**config.mk**
```make
export PLATFORM = sky130hd
export DESIGN_NAME = lvd_warn_ctrl
export DESIGN_NICKNAME = d
export VERILOG_FILES = /design/src/rtl/lvd_pkg.sv /design/src/rtl/lvd_sync_edge.sv /design/src/rtl/lvd_flag.sv /design/src/rtl/lvd_warn_ctrl.sv
export SDC_FILE = /design/constraint.sdc
export NUM_CORES = 1
export LEC_CHECK = 0
export ABC_CLOCK_PERIOD_IN_PS = 2000
export BUFFER_PORTS_ARGS = -buffer_cell sky130_fd_sc_hd__buf_2
export CORE_AREA = 2 2 42 44
export DETAILED_ROUTE_END_ITERATION = 7
export DIE_AREA = 0 0 44 46
export PLACE_DENSITY_LB_ADDON = 0.2
export SYNTH_ARGS = -nofsm -noshare
export SYNTH_HDL_FRONTEND = slang
export SYNTH_SLANG_ARGS = --single-unit
export TNS_END_PERCENT = 20
```
**constraint.sdc**
```tcl
create_clock -name clk -period 2 [get_ports clk]
set_clock_uncertainty 0.15 [all_clocks]
set_input_delay 0.2 -clock clk [delete_from_list [all_inputs] [get_ports clk]]
set_output_delay 0.2 -clock clk [all_outputs]
set_load 0.005 [all_outputs]
```
**src/rtl/lvd_pkg.sv**
```systemverilog
package lvd_pkg;
  localparam int REG_W    = 8;
  localparam int SEL_W    = 2;
  localparam int N_CHAN   = 2;
  localparam int CH_DET   = 0;
  localparam int CH_WARN  = 1;
  localparam int FLAG_BIT = 7;
  localparam int ACK_BIT  = 6;
  localparam int IE_BIT   = 5;
  localparam int RE_BIT   = 4;

  // detect trip codes with the upper bit set are reserved
  function automatic logic det_code_ok(input logic [SEL_W-1:0] code);
    return ~code[SEL_W-1];
  endfunction

  function automatic logic [REG_W-1:0] pack_reg(input logic flag, input logic ie,
                                                input logic re, input logic [SEL_W-1:0] sel);
    logic [REG_W-1:0] r;
    r = '0;
    r[FLAG_BIT]  = flag;
    r[IE_BIT]    = ie;
    r[RE_BIT]    = re;
    r[SEL_W-1:0] = sel;
    return r;
  endfunction
endpackage

```
**src/rtl/lvd_sync_edge.sv**
```systemverilog
module lvd_sync_edge #(
  parameter int STAGES = 2
) (
  input  logic clk,
  input  logic rst_n,
  input  logic din,
  input  logic suspend,
  output logic event_o
);
  logic [STAGES-1:0] sr;
  logic              qual;
  logic              qual_q;

  assign qual    = sr[STAGES-1] & ~suspend;
  assign event_o = qual & ~qual_q;

  always_ff @(posedge clk or negedge rst_n) begin
    if (!rst_n) begin
      sr     <= '0;
      qual_q <= 1'b0;
    end else begin
      sr     <= {sr[STAGES-2:0], din};
      qual_q <= qual;
    end
  end
endmodule

```
**src/rtl/lvd_flag.sv**
```systemverilog
module lvd_flag (
  input  logic clk,
  input  logic rst_n,
  input  logic set_i,
  input  logic clr_i,
  output logic flag_o
);
  always_ff @(posedge clk or negedge rst_n) begin
    if (!rst_n)     flag_o <= 1'b0;
    else if (set_i) flag_o <= 1'b1;
    else if (clr_i) flag_o <= 1'b0;
  end
endmodule

```
**src/rtl/lvd_warn_ctrl.sv**
```systemverilog
module lvd_warn_ctrl
  import lvd_pkg::*;
#(
  parameter int ADDR_W      = 2,
  parameter int SYNC_STAGES = 2
) (
  input  logic              clk,
  input  logic              por_n,
  input  logic              chip_rst_n,
  input  logic              low_power,
  input  logic              below_detect,
  input  logic              below_warn,
  input  logic [ADDR_W-1:0] bus_addr,
  input  logic              bus_wr,
  input  logic [REG_W-1:0]  bus_wdata,
  output logic [REG_W-1:0]  bus_rdata,
  output logic              det_irq,
  output logic              warn_irq,
  output logic              reset_req,
  output logic [SEL_W-1:0]  det_trip_sel,
  output logic [SEL_W-1:0]  warn_trip_sel
);
  logic              sys_rst_n;
  logic              wr_det;
  logic              wr_warn;
  logic [N_CHAN-1:0] chan_cmp;
  logic [N_CHAN-1:0] chan_ack;
  logic [N_CHAN-1:0] chan_evt;
  logic [N_CHAN-1:0] chan_flag;
  logic [N_CHAN-1:0] chan_ie;
  logic              det_re;
  logic              re_locked;
  logic [SEL_W-1:0]  det_sel;
  logic [SEL_W-1:0]  warn_sel;
  wire               unused_wbits = ^{bus_wdata[3:2]};

  assign sys_rst_n = por_n & chip_rst_n;
  assign wr_det    = bus_wr && (bus_addr == ADDR_W'(0));
  assign wr_warn   = bus_wr && (bus_addr == ADDR_W'(1));

  assign chan_cmp[CH_DET]  = below_detect;
  assign chan_cmp[CH_WARN] = below_warn;
  assign chan_ack[CH_DET]  = wr_det  & bus_wdata[ACK_BIT];
  assign chan_ack[CH_WARN] = wr_warn & bus_wdata[ACK_BIT];

  for (genvar c = 0; c < N_CHAN; c++) begin : g_chan
    lvd_sync_edge #(.STAGES(SYNC_STAGES)) i_sync (
      .clk     (clk),
      .rst_n   (sys_rst_n),
      .din     (chan_cmp[c]),
      .suspend (low_power),
      .event_o (chan_evt[c])
    );
    lvd_flag i_flag (
      .clk    (clk),
      .rst_n  (sys_rst_n),
      .set_i  (chan_evt[c]),
      .clr_i  (chan_ack[c]),
      .flag_o (chan_flag[c])
    );
  end

  // chip-reset domain controls
  always_ff @(posedge clk or negedge sys_rst_n) begin
    if (!sys_rst_n) begin
      chan_ie   <= '0;
      det_re    <= 1'b1;
      re_locked <= 1'b0;
    end else begin
      if (wr_det) begin
        chan_ie[CH_DET] <= bus_wdata[IE_BIT];
        re_locked       <= 1'b1;
        if (!re_locked) det_re <= bus_wdata[RE_BIT];
      end
      if (wr_warn) chan_ie[CH_WARN] <= bus_wdata[IE_BIT];
    end
  end

  // power-on-reset domain trip codes
  always_ff @(posedge clk or negedge por_n) begin
    if (!por_n) begin
      det_sel  <= '0;
      warn_sel <= '0;
    end else begin
      if (wr_det && det_code_ok(bus_wdata[SEL_W-1:0])) det_sel <= bus_wdata[SEL_W-1:0];
      if (wr_warn) warn_sel <= bus_wdata[SEL_W-1:0];
    end
  end

  always_comb begin
    case (bus_addr)
      ADDR_W'(0): bus_rdata = pack_reg(chan_flag[CH_DET], chan_ie[CH_DET], det_re, det_sel);
      ADDR_W'(1): bus_rdata = pack_reg(chan_flag[CH_WARN], chan_ie[CH_WARN], 1'b0, warn_sel);
      default:    bus_rdata = '0;
    endcase
  end

  assign det_irq       = chan_flag[CH_DET]  & chan_ie[CH_DET];
  assign warn_irq      = chan_flag[CH_WARN] & chan_ie[CH_WARN];
  assign reset_req     = chan_flag[CH_DET]  & det_re;
  assign det_trip_sel  = det_sel;
  assign warn_trip_sel = warn_sel;
endmodule

```
==> report_table.html <==
<table>
<tr><th>Metric</th><th>Value</th></tr>
<tr><th colspan="2">Floorplan</th></tr>
<tr><td>Die footprint</td><td>2024 µm²</td></tr>
<tr><td>Initial standard-cell utilization of the core</td><td>44.19%</td></tr>
<tr><td>Die span in x</td><td>44 µm</td></tr>
<tr><td>Row cnt</td><td>15</td></tr>
<tr><td>Floorplan die height</td><td>46 µm</td></tr>
<tr><td>Core outline area</td><td>1614 µm²</td></tr>
<tr><td>I/O pin cnt</td><td>32</td></tr>
<tr><th colspan="2">Setup path</th></tr>
<tr><td>Startpoint of the worst setup timing path</td><td>det_re</td></tr>
<tr><td>Crit path to</td><td>bus_rdata[4]</td></tr>
<tr><td>Buffers &amp; Inverters on Critical Path</td><td>1</td></tr>
<tr><td>Highest-delay cell along the critical path</td><td>sky130_fd_sc_hd__dfstp_2</td></tr>
<tr><td>Critical path type</td><td>reg -&gt; out</td></tr>
<tr><td>Startpoint of the worst-slack reg-to-reg timing path</td><td>re_locked</td></tr>
<tr><td>Worst path top cell family by delay</td><td>flip-flops</td></tr>
<tr><td>Critical path depth</td><td>2</td></tr>
<tr><td>Type of element capturing the critical path</td><td>primary output</td></tr>
<tr><td>Slowest Stage Delay on Critical Path</td><td>0.55 ns</td></tr>
<tr><td>Crit path cell chain</td><td>nor3b_1, buf_2</td></tr>
<tr><td>Slack of the worst reg-to-reg path</td><td>0.68 ns</td></tr>
<tr><td>Sort of element at the start of the critical path</td><td>register</td></tr>
<tr><td>Arrival time of data at the critical path endpoint</td><td>1.12 ns</td></tr>
<tr><td>Reg-to-Reg End</td><td>det_re</td></tr>
<tr><td>Required arrival time at the worst endpoint</td><td>1.65 ns</td></tr>
<tr><td>FF-to-FF path depth</td><td>2</td></tr>
<tr><td>Largest fanout on the critical path</td><td>3</td></tr>
<tr><th colspan="2">Timing</th></tr>
<tr><td>Minimum clock period after layout</td><td>1.469 ns</td></tr>
<tr><td>Worst hold slack after final layout</td><td>0.01565 ns</td></tr>
<tr><td>Number of slew-limit violations in the final report</td><td>0</td></tr>
<tr><td>Slew margin rel.</td><td>62.83%</td></tr>
<tr><td>Slew @ Worst Pin</td><td>0.5575 ns</td></tr>
<tr><td>Total negative slack</td><td>0 ns</td></tr>
<tr><td>Final Setup Violations</td><td>0</td></tr>
<tr><td>Share of the clock period used by the worst path</td><td>73.44%</td></tr>
<tr><td>Setup repair after global routing missed its margin</td><td>no</td></tr>
<tr><td>F_max</td><td>680.8 MHz</td></tr>
<tr><td>Total count of hold-check failures in the final report</td><td>0</td></tr>
<tr><td>Worst-case setup margin in the final layout</td><td>0.5311 ns</td></tr>
<tr><th colspan="2">Placement</th></tr>
<tr><td># placed instances</td><td>94</td></tr>
<tr><td>Routability Congestion</td><td>0.6589</td></tr>
<tr><td>Number of input and output port buffers inserted</td><td>25</td></tr>
<tr><td>Minimum setup slack after placement</td><td>0.5146 ns</td></tr>
<tr><td>Detailed placement HPWL</td><td>888.6 µm</td></tr>
<tr><th colspan="2">Global route</th></tr>
<tr><td>Largest net degree at the start of global routing</td><td>13</td></tr>
<tr><td>GRT Total Usage</td><td>13.34%</td></tr>
<tr><td>First-pass GRT wire length</td><td>1.849 mm</td></tr>
<tr><td>Antenna violations before repair</td><td>0</td></tr>
<tr><td>Sum of overflow across all layers after global routing</td><td>0</td></tr>
<tr><td>Vias in the first global route</td><td>440</td></tr>
<tr><th colspan="2">Clock network</th></tr>
<tr><td>Cell at the root of the clock tree</td><td>sky130_fd_sc_hd__clkbuf_4</td></tr>
<tr><td>Clock input transition at the sequential cells of the worst setup and hold paths</td><td>0.09 ns</td></tr>
<tr><td>CTS tree</td><td>built</td></tr>
<tr><td>CTS resizes</td><td>0</td></tr>
<tr><td>Max Root-Sink Buffers</td><td>2</td></tr>
<tr><td>Clock insertion delay at the later pin of the skew report</td><td>0.28 ns</td></tr>
<tr><td>Total number of clock tree sinks</td><td>16</td></tr>
<tr><td>Number of buffers inserted to repair setup after CTS</td><td>0</td></tr>
<tr><td>Number of levels the H-tree was split into</td><td>1</td></tr>
<tr><td>TritonCTS Buffers</td><td>3</td></tr>
<tr><th colspan="2">Routing</th></tr>
<tr><td>DRC Markers</td><td>0</td></tr>
<tr><td>Via-per-instance ratio</td><td>4.721</td></tr>
<tr><td>First DRT Iteration DRCs</td><td>2</td></tr>
<tr><td>Number of nets with antenna violations after detailed routing</td><td>0</td></tr>
<tr><td>First-pass DRT Iterations</td><td>4</td></tr>
<tr><td>Routed len/inst</td><td>11.51 µm</td></tr>
<tr><td>Overall routed net length</td><td>1.197 mm</td></tr>
<tr><td>Via count</td><td>491</td></tr>
<tr><th colspan="2">Logic synthesis</th></tr>
<tr><td>Library cell with the highest instance count after synthesis</td><td>sky130_fd_sc_hd__dfrtp_1</td></tr>
<tr><td>Top post-synthesis cells by area</td><td>sky130_fd_sc_hd__dfrtp_1, sky130_fd_sc_hd__mux2_2, sky130_fd_sc_hd__mux2i_1</td></tr>
<tr><td>Post-synthesis cell type with the largest combined area</td><td>sky130_fd_sc_hd__dfrtp_1</td></tr>
<tr><td>Number of warning messages in the yosys log</td><td>0</td></tr>
<tr><td>Number of distinct library cell variants in the gate-level netlist after synthesis</td><td>19</td></tr>
<tr><td>Top cells by instance count after synthesis</td><td>sky130_fd_sc_hd__dfrtp_1, sky130_fd_sc_hd__mux2_2</td></tr>
<tr><td>Yosys top cell area share</td><td>52.63%</td></tr>
<tr><td>Cell count after synthesis</td><td>55</td></tr>
<tr><td>Prevailing post-synth register cell</td><td>sky130_fd_sc_hd__dfrtp_1</td></tr>
<tr><td>Mean cell area of the mapped netlist</td><td>12.97 µm²</td></tr>
<tr><td>Yosys reg bits</td><td>16</td></tr>
<tr><td>Post-synthesis cell area</td><td>713.2 µm²</td></tr>
<tr><td>Proportion of register bits with asynchronous set or reset after synthesis</td><td>100.0%</td></tr>
<tr><td>Post-synth EDFFs</td><td>0</td></tr>
<tr><td>Share of synthesized area occupied by flip-flops and latches</td><td>56.32%</td></tr>
<tr><th colspan="2">Final layout</th></tr>
<tr><td>Core utilization of the finished layout</td><td>56.90%</td></tr>
<tr><td>Layout overhead on the synthesized area</td><td>28.77%</td></tr>
<tr><td>Antenna diode instance count</td><td>0</td></tr>
<tr><td>Non-Filler Instances</td><td>104</td></tr>
<tr><td>Fraction of layout cells with a size suffix above 1</td><td>42.53%</td></tr>
<tr><td>Nets</td><td>105</td></tr>
<tr><th colspan="2">Worst hold path</th></tr>
<tr><td>Kind of path behind the tightest hold check</td><td>in -&gt; reg</td></tr>
<tr><td>Hold Path Cell Cnt</td><td>2</td></tr>
<tr><th colspan="2">Run</th></tr>
<tr><td>Max-cap violation count</td><td>0</td></tr>
<tr><th colspan="2">Pwr</th></tr>
<tr><td>Power density relative to cell area</td><td>787.5 nW/µm²</td></tr>
<tr><td>Maximum vdd drop</td><td>461.7 µV</td></tr>
<tr><td>Leakage power figure</td><td>0.4601 nW</td></tr>
<tr><th colspan="2">Run status</th></tr>
<tr><td>Result of the run</td><td>finished clean</td></tr>
</table>
-- worst reg2reg max path: cells and delay by family (launching register included) --
family | cells | cell delay [ns]
flops | 1 | 0.40
mux | 1 | 0.37
simple gates | 1 | 0.34
-- through the flow --
stage          power, mW  instance area, µm²
6_report          0.7232               918.4
3_5_place_dp      0.5164               822.0
4_1_cts           0.7360               918.4
2_1_floorplan     0.4629               720.7
3_3_place_gp      0.5123               822.0
5_1_grt           0.7670               918.4
-- layer usage --
metal / GRT usage [%] / wire length [µm]
met1: 17.50 / 506
met5: 0 / 0
met2: 20.00 / 595
met4: 9.091 / 15
met3: 2.381 / 80
-- layout make-up --
type	instances	area, µm²
Multi-Input combinational cell	34	266.5
Tap cell	17	21.27
Sequential cell	16	401.6
Fill cell	141	695.7
Clock buffer	4	36.28
Inverter	2	7.507
Timing Repair Buffer	31	185.2
-- report_power, final --
part | switching (mW) | internal [mW] | total (mW)
clock | 0.0974 | 0.111 | 0.208
sequential | 0.0204 | 0.360 | 0.380
combinational | 0.0527 | 0.0824 | 0.135
-- timing repair --
action	in CTS	in global routing
setup endpoints to repair	0	0
endpoints found under the hold margin	20	0
hold buffers	6	0
-- worst min path at each step --
stage / to / startpoint
detailed placement: warn_trip_sel[1] / por_n
floorplan: det_trip_sel[0] / por_n
global placement: det_trip_sel[1] / por_n
finish: warn_trip_sel[1] / bus_wdata[1]
CTS: warn_trip_sel[0] / bus_wdata[0]
global route: det_trip_sel[0] / bus_wdata[0]
-- cell usage in the layout, fill, tap and decap left out, drive strengths merged --
master / count
nor2: 4
dfstp: 1
mux2: 6
nor4b: 2
inv: 2
and2: 4
nand3b: 1
or2b: 1
conb: 3
mux2i: 4
and2b: 1
buf: 25
clkbuf: 4
a221o: 2
nor3b: 1
dfrtp: 15
or3b: 1
nor2b: 4
dlygate4sd3: 6
-- state kept, by name, indices dropped and copies added, names as in the netlist --
register	count
chan_ie	2
re_locked	1
det_trip_sel	2
g_chan.i_sync.sr	4
det_re	1
g_chan.i_sync.qual_q	2
g_chan.i_flag.flag_o	2
warn_trip_sel	2
-- cells by family after synthesis --
kind of cell           synth area share (%)
buffers and inverters                 7.368
and+or+nand+nor                       17.37
other                                0.5258
muxes                                 15.61
AOI/OAI and AO/OA                     2.807
DFF                                   56.32
(Power assumes the default switching activity.)
